## src/rtl/irq_vec_pkg.sv

```systemverilog
package irq_vec_pkg;
  // Strobes the control side issues to the datapath each cycle.
  typedef struct packed {
    logic sampleTick;   // debounce filters may sample this cycle
    logic clearWinner;  // drop the pending flag of the offered line
  } ctrl_strobe_t;
endpackage

```

## src/rtl/irq_line_filter.sv

```systemverilog
module irq_line_filter #(
  parameter int STABLE_TICKS = 4
) (
  input  logic clk,
  input  logic rstN,
  input  logic sampleTick,
  input  logic rawIn,
  output logic changePulse
);
  localparam int CNT_W = (STABLE_TICKS > 1) ? $clog2(STABLE_TICKS) : 1;
  localparam logic [CNT_W-1:0] LAST = CNT_W'(STABLE_TICKS - 1);

  logic [1:0]       syncQ;
  logic             stableQ;
  logic [CNT_W-1:0] cntQ;
  logic             changeQ;

  always_ff @(posedge clk) begin
    if (!rstN) begin
      syncQ   <= '0;
      stableQ <= 1'b0;
      cntQ    <= '0;
      changeQ <= 1'b0;
    end else begin
      syncQ   <= {syncQ[0], rawIn};
      changeQ <= 1'b0;
      if (syncQ[1] == stableQ) begin
        cntQ <= '0;
      end else if (sampleTick) begin
        if (cntQ == LAST) begin
          stableQ <= syncQ[1];
          cntQ    <= '0;
          changeQ <= 1'b1;
        end else begin
          cntQ <= cntQ + 1'b1;
        end
      end
    end
  end

  assign changePulse = changeQ;


  accept_after_count_chk: assert property (@(posedge clk) disable iff (!rstN)
    (stableQ != $past(stableQ)) |-> ($past(cntQ) == LAST && $past(sampleTick)));

endmodule

```

## src/rtl/irq_vec_datapath.sv

```systemverilog
module irq_vec_datapath
  import irq_vec_pkg::*;
#(
  parameter int NUM_LINES = 16,
  parameter int VEC_W     = 8,
  localparam int IDX_W    = (NUM_LINES > 1) ? $clog2(NUM_LINES) : 1
) (
  input  logic                 clk,
  input  logic                 rstN,
  input  ctrl_strobe_t         strb,
  input  logic [NUM_LINES-1:0] changeVec,
  input  logic                 vecWrEn,
  input  logic [IDX_W-1:0]     vecWrAddr,
  input  logic [VEC_W-1:0]     vecWrData,
  input  logic                 reqActive,
  output logic                 anyPend,
  output logic [VEC_W-1:0]     irqVector
);
  logic [NUM_LINES-1:0] pendQ;
  logic [NUM_LINES-1:0] clearMask;
  logic [VEC_W-1:0]     vecTable [NUM_LINES];
  logic [IDX_W-1:0]     winIdx;

  always_comb begin
    winIdx = '0;
    for (int k = NUM_LINES - 1; k >= 0; k--) begin
      if (pendQ[k]) winIdx = IDX_W'(k);
    end
  end

  assign anyPend   = |pendQ;
  assign clearMask = strb.clearWinner ? (NUM_LINES'(1) << winIdx) : '0;
  assign irqVector = reqActive ? vecTable[winIdx] : '0;

  always_ff @(posedge clk) begin
    if (!rstN) begin
      pendQ <= '0;
    end else begin
      pendQ <= (pendQ & ~clearMask) | changeVec;
    end
  end

  always_ff @(posedge clk) begin
    if (!rstN) begin
      for (int k = 0; k < NUM_LINES; k++) vecTable[k] <= VEC_W'(k);
    end else if (vecWrEn && (int'(vecWrAddr) < NUM_LINES)) begin
      vecTable[vecWrAddr] <= vecWrData;
    end
  end


  lowest_wins_chk: assert property (@(posedge clk) disable iff (!rstN)
    anyPend |-> (pendQ[winIdx] && ((pendQ & ((NUM_LINES'(1) << winIdx) - 1'b1)) == '0)));

  generate
    for (genvar g = 0; g < NUM_LINES; g++) begin : g_pend_chk

      pend_clear_needs_ack_chk: assert property (@(posedge clk) disable iff (!rstN)
        $fell(pendQ[g]) |-> $past(strb.clearWinner));

      pend_hold_chk: assert property (@(posedge clk) disable iff (!rstN)
        (pendQ[g] && !clearMask[g]) |=> pendQ[g]);
    end
  endgenerate

endmodule

```

## src/rtl/irq_vec_control.sv

```systemverilog
module irq_vec_control
  import irq_vec_pkg::*;
#(
  parameter int TICK_DIV = 4
) (
  input  logic         clk,
  input  logic         rstN,
  input  logic         enCmd,
  input  logic         disCmd,
  input  logic         instrDone,
  input  logic         ackIn,
  input  logic         anyPend,
  output logic         irqReq,
  output ctrl_strobe_t strb
);
  logic enabledQ;
  logic tick;

  generate
    if (TICK_DIV <= 1) begin : g_tick_every
      assign tick = 1'b1;
    end else begin : g_tick_div
      localparam int DIV_W = $clog2(TICK_DIV);
      logic [DIV_W-1:0] divQ;
      always_ff @(posedge clk) begin
        if (!rstN)                            divQ <= '0;
        else if (divQ == DIV_W'(TICK_DIV - 1)) divQ <= '0;
        else                                   divQ <= divQ + 1'b1;
      end
      assign tick = (divQ == DIV_W'(TICK_DIV - 1));
    end
  endgenerate

  always_ff @(posedge clk) begin
    if (!rstN)       enabledQ <= 1'b0;
    else if (disCmd) enabledQ <= 1'b0;
    else if (enCmd)  enabledQ <= 1'b1;
  end

  assign irqReq           = enabledQ & anyPend;
  assign strb.sampleTick  = tick;
  assign strb.clearWinner = ackIn & instrDone & irqReq;


  disable_blocks_chk: assert property (@(posedge clk) disable iff (!rstN)
    disCmd |=> !irqReq);

  enable_exposes_chk: assert property (@(posedge clk) disable iff (!rstN)
    (enCmd && !disCmd && anyPend && !strb.clearWinner) |=> irqReq);

endmodule

```

## src/rtl/irq_vector_unit.sv

```systemverilog
module irq_vector_unit
  import irq_vec_pkg::*;
#(
  parameter int NUM_LINES    = 16,
  parameter int VEC_W        = 8,
  parameter int STABLE_TICKS = 4,
  parameter int TICK_DIV     = 4,
  localparam int IDX_W       = (NUM_LINES > 1) ? $clog2(NUM_LINES) : 1
) (
  input  logic                 clk,
  input  logic                 rstN,
  input  logic [NUM_LINES-1:0] rawLines,
  input  logic                 vecWrEn,
  input  logic [IDX_W-1:0]     vecWrAddr,
  input  logic [VEC_W-1:0]     vecWrData,
  input  logic                 enCmd,
  input  logic                 disCmd,
  input  logic                 instrDone,
  input  logic                 ackIn,
  output logic                 irqReq,
  output logic [VEC_W-1:0]     irqVector
);
  ctrl_strobe_t         strb;
  logic [NUM_LINES-1:0] changeVec;
  logic                 anyPend;

  generate
    for (genvar g = 0; g < NUM_LINES; g++) begin : g_line
      irq_line_filter #(.STABLE_TICKS(STABLE_TICKS)) u_filt (
        .clk(clk), .rstN(rstN), .sampleTick(strb.sampleTick),
        .rawIn(rawLines[g]), .changePulse(changeVec[g]));
    end
  endgenerate

  irq_vec_control #(.TICK_DIV(TICK_DIV)) u_ctrl (
    .clk(clk), .rstN(rstN), .enCmd(enCmd), .disCmd(disCmd),
    .instrDone(instrDone), .ackIn(ackIn), .anyPend(anyPend),
    .irqReq(irqReq), .strb(strb));

  irq_vec_datapath #(.NUM_LINES(NUM_LINES), .VEC_W(VEC_W)) u_dp (
    .clk(clk), .rstN(rstN), .strb(strb), .changeVec(changeVec),
    .vecWrEn(vecWrEn), .vecWrAddr(vecWrAddr), .vecWrData(vecWrData),
    .reqActive(irqReq), .anyPend(anyPend), .irqVector(irqVector));

endmodule

```

## config.mk

```make
export PLATFORM = sky130hd
export DESIGN_NAME = irq_vector_unit
export DESIGN_NICKNAME = d
export VERILOG_FILES = /design/src/rtl/irq_vec_pkg.sv /design/src/rtl/irq_line_filter.sv /design/src/rtl/irq_vec_datapath.sv /design/src/rtl/irq_vec_control.sv /design/src/rtl/irq_vector_unit.sv
export SDC_FILE = /design/constraint.sdc
export NUM_CORES = 1
export LEC_CHECK = 0
export ABC_AREA = 0
export BUFFER_PORTS_ARGS = -buffer_cell sky130_fd_sc_hd__buf_2
export CAP_MARGIN = 20
export CORE_MARGIN = 2
export CORE_UTILIZATION = 35
export DETAILED_ROUTE_END_ITERATION = 7
export PLACE_DENSITY = 0.57
export SETUP_SLACK_MARGIN = 0.5
export SLEW_MARGIN = 15
export SYNTH_ARGS = -nofsm -noshare
export SYNTH_HDL_FRONTEND = slang
export SYNTH_SLANG_ARGS = --single-unit
```

## constraint.sdc

```tcl
create_clock -name clk -period 4.26 [get_ports clk]
set_input_delay 0.213 -clock clk [delete_from_list [all_inputs] [get_ports clk]]
set_output_delay 0.213 -clock clk [all_outputs]
set_load 0.02 [all_outputs]
```

# Word-level counts from Yosys, hierarchy flattened
# Memories as Yosys holds them, arrays and structs flattened.
# Cells that the tools add are included.
# classes
n_bitwise	24
eq_ne	33
n_addsub	17
shift	1
muxes	57
reduce_logical	52
# op_table
op	n
4-bit 2-to-1 mux	17
3-bit AND reduction	16
3-bit OR reduction	16
2-bit OR reduction	18
2-bit by 1-bit adder with 2-bit output (second input constant)	17
2-bit equality test (second input constant)	17
2-bit 2-to-1 mux	16
1-bit 2-to-1 mux	21
1-bit NOT	18
16-bit bitwise AND	1
1-bit equality test	16
16-bit 2-to-1 mux	1
8-bit 2-to-1 mux	2
16-bit NOT	1
16-bit bitwise OR	1
16-bit OR reduction	1
1-bit by 4-bit << shifter with 16-bit output (first input constant)	1
8-bit OR reduction	1
1-bit bitwise AND	3
# word_totals
inputBits	35
reg_bits	115
out_inout_bits	9
mem_bits_rw	128
mem_count	1
# memory_table
memory	words	word_bits	read_ports	rd_clocked_by_memory_dff	wr	line	text
u_dp.vecTable	16	8	1	0	16	irq_vec_datapath.sv:21	logic [VEC_W-1:0] vecTable [NUM_LINES];

# Depth between registers and ports, before layout
# depth
ltp_word	21
ltp_mapped	10

# Hierarchy
# A second synthesis with hierarchy kept.
# unflattened
cells_unflattened	1003
area_unflattened_um2	10939.2
# modules_own_cells
mod	cells_each	n_inst	area_each_um2
irq_vec_datapath	656	1	7153.1
irq_line_filter	21	16	229.0
irq_vec_control	11	1	122.6

# Worst setup path before layout
# No wires, ideal clock.
# synth_timing
path_type	reg-to-output
startpoint	register u_dp.pendQ[15]
endpoint	output irqVector[2]
slack_ns	1.866
arrival_ns	2.181
stages_incl_launch_ff	9
required_time_ns	4.047
cell_sequence	dfxtp_1 nor2b_1 a211oi_2 o211ai_2 buf_4 mux2_2 o22ai_1 nor3_1 or3_1
# synth_via
elab_chain_len	18
# synth_lines
item	line	text
start, declared	irq_vec_datapath.sv:19	logic [NUM_LINES-1:0] pendQ;
start signal, assigned	irq_vec_datapath.sv:39	pendQ <= (pendQ & ~clearMask) | changeVec;
4-bit 2-to-1 mux (16 in a row)	irq_vec_datapath.sv:27	if (pendQ[k]) winIdx = IDX_W'(k);
memory 16 x 8 bit	-	
8-bit 2-to-1 mux *	irq_vec_datapath.sv:33	assign irqVector = reqActive ? vecTable[winIdx] : '0;
end, declared	irq_vector_unit.sv:21	output logic [VEC_W-1:0] irqVector
# Mark *: on every way between the ends. The rest lies on a longest branch, timed or not.

# Worst setup path after layout
# layout_timing
startpoint	register u_dp.pendQ[3]
endpoint	output irqVector[6]
# layout_via
elab_chain_len	6
# layout_lines
item	line
4-bit 2-to-1 mux (4 in a row)	irq_vec_datapath.sv:27
memory 16 x 8 bit	-
8-bit 2-to-1 mux *	irq_vec_datapath.sv:33
# Marked as above.

==> out/results.tsv <==
metric	value	unit
status	completed	
grt_usage	15.8	%
min_from	rstN	
fin_tns_setup	0	ps
syn_area_per_cell	10.8	sq um
clkTransAtPathRegs	60	ps
synth_cell_types	58	
crit_type	reg -> out	
switchingPower	1.12	mW
via_per_inst	5.10	
critPathCaptureType	output port	
max_cap_viol_count	0	
dr_wl_met3	1.40	mm
critPathMaxFanout	19	
max_clock_freq	286	MHz
wirelength	25.9	mm
netlist_top_cells_area	edfxtp_1 36%, dfxtp_1 21%, and2_1 7.5%, mux2i_1 3.5%, nand2_1 3.2%	
htreeDepth	1	
grt_setup_unrepaired	no	
r2r_start	u_dp.pendQ[3]	
multi_input_area	0.00437	sq mm
muxShareOfSynthArea	5.20	%
wl_per_cell	17.6	um
crit_slowest_cell	or4_1	
nFillCells	2919	
crit_start	u_dp.pendQ[3]	
die_x	179	um
dpl.hpwl	17.2	mm
synth-simple-area-share	23.1	%
synth-edff-count	128	
route.met2.wl	11.6	mm
synth_fa_ha_area_share	1.97	%
io_buffers	43	
synth_compound_area_share	8.81	%
yosysWarningCount	0	
p_int	3.90	mW
reg2reg_slack	1530	ps
post-route-period-util	82.0	%
p_clk_share	44.1	%
grt_pass1_vias	7280	
initial_utilization	35.4	%
syn_area	0.0108	sq mm
cts_root_buf	clkbuf_16	
synth_most_common_cell	and2_1	
ys_seq_area_share	57.0	%
pin_count	44	
cts.sinks	243	
power.share.switching	22.4	%
synthesis.nets	1051	
cp.arrival	3280	ps
vias	7523	
core-area	0.0304	sq mm
grt_pass1_wl	41.1	mm
drv_slew	0	
finalHoldWorstSlack	169	ps
drive_gt1_share	14.0	%
antenna_found_initial	0	
highest_layer	met4	
seqPwrFrac	51.5	%
firstDrtPassIters	5	
syn_inst	999	
diodes	0	
ir_worst_vdd	0.000257	V
cp_cell_sequence	or4_1 -> nor2_2 -> nand3_1 -> a31o_2 -> a21oi_1 -> or3_1 -> buf_2	
worst_pin_slew	863	ps
powerDensity	404	mW/mm^2
cts_buffers	27	
synthTopCellsByCount	130 x and2_1, 128 x edfxtp_1, 115 x dfxtp_1	
synth_top_family_by_area	simple AND/OR/NAND/NOR gates	
slowest_delay	880	ps
p_leak	4.54	nW
synth_top_cell_by_area	edfxtp_1	
seq_area	0.00615	sq mm
async_flop_share	0	%
placementRows	64	
insertion_delay	540	ps
fin_util	40.9	%
pwr-share-comb	4.4	%
syn_to_final_growth	15.4	%
dieHeight	179	um
ant_nets	0	
dieArea	0.0322	sq mm
report.final.setup_viol	0	
overflow	0	
hold_class	in -> reg	
gp_congestion	0.924	
cts_tree	done	
post-route-min-period	3490	ps
synthFlopType	edfxtp_1	
drc_errors	0	
drt-met1-wl	12.1	mm
finalHoldViolCount	0	
required	4050	ps
synth.top_cell.area_share	35.7	%
slew_headroom	42.5	%
cts_buffer_depth	3	
synthXorXnorAreaFrac	1.30	%
nNetsFinal	1110	
fin_skew	5.73	ps
crit_path_start_kind	flop	
drt_iter0_drc	648	
grt_max_degree	67	
ys_ff_latch	243	
cells in the final DEF, fill, tap and decap left out, drive strengths merged, types with 4 or more instances in the layout:
| cell type | count |
|---|---|
| and3 | 18 |
| mux2 | 16 |
| clkbuf | 38 |
| or4 | 4 |
| nand3 | 48 |
| a221oi | 6 |
| o21a | 6 |
| dfxtp | 115 |
| clkinv | 8 |
| nor2b | 14 |
| o211ai | 11 |
| inv | 6 |
| xor2 | 16 |
| nand2b | 13 |
| nand4 | 11 |
| nor2 | 76 |
| nor3 | 15 |
| dlygate4sd3 | 18 |
| edfxtp | 128 |
| o22ai | 8 |
| a21oi | 45 |
| nand2 | 94 |
| a21boi | 16 |
| buf | 68 |
| a31o | 5 |
| o21ai | 28 |
| and2 | 130 |
| or3 | 34 |
| mux2i | 38 |
| ha | 17 |
registers in the layout, indices dropped and copies added, names as in the netlist:
register / cells
u_dp.pendQ: 16
g_line.u_filt.cntQ: 32
u_ctrl.g_tick_div.divQ: 2
u_dp.vecTable: 128
u_ctrl.enabledQ: 1
g_line.u_filt.syncQ: 32
g_line.u_filt.changePulse: 16
g_line.u_filt.stableQ: 16
worst max-delay path: cells and delay by family (launching register included):
family | cells | cell delay (ps)
compound gates | 2 | 490
simple gates | 4 | 1670
flops | 1 | 390
buf+inv | 1 | 180
final timing paths:
| check | endpoint | cells past startpoint |
|---|---|---|
| worst min-delay path | g_line[2].u_filt.stableQ | 2 |
| worst max register to register | u_dp.pendQ[11] | 7 |
| worst max-delay path | irqVector[6] | 7 |
| worst min register to register | g_line[5].u_filt.syncQ[1] | 1 |
power groups by stage:
stage	sequential (mW)	clock, mW	combinational [mW]
floorplan	2.62	0	0.129
global placement	2.64	0	0.208
detailed placement	2.64	0	0.208
CTS	2.59	2.26	0.221
global route	2.59	2.36	0.244
finish	2.59	2.22	0.222
layout make-up:
class                      instances  area share, %
sequential                       243           49.4
multi-input combinational        696           35.1
clock buffer                      37           5.89
timing repair buffer              87           4.69
tap                              396           3.98
clock inverter                    13          0.815
inverter                           3         0.0905
timing repair:
item | CTS | global route
endpoints found under the hold margin | 17 | 0
pin swaps | 1 | 2
setup endpoints to repair | 1 | 8
buffers inserted | 0 | 4
hold buffers | 18 | 0
cloned | 0 | 0
gates resized for setup | 0 | 2
metrics by stage:
stage | cell area (sq um) | instances | power [mW] | worst slack [ps]
2_1_floorplan | 10800 | 999 | 2.75 | 1870
3_3_place_gp | 11400 | 1398 | 2.85 | 1040
5_1_grt | 12400 | 1475 | 5.20 | 551
6_report | 12400 | 1475 | 5.03 | 768
3_5_place_dp | 11400 | 1398 | 2.85 | 1050
4_1_cts | 12400 | 1466 | 5.08 | 505
cells by family after synthesis:
group                      after synthesis
AOI/OAI and AO/OA                      143
xor gates and xnor gates                16
adders and majority gates               17
buffers and inverters                   60
DFF                                    243
muxes                                   54
and+or+nand+nor                        466
metal layers:
layer / GRT usage (%) / vias up
met1: 22.1 / 3598
li1: - / 3681
met2: 25.3 / 190
met3: 2.47 / 54
met4: 5.01 / 0
met5: 0 / -
(Power assumes the default switching activity.)
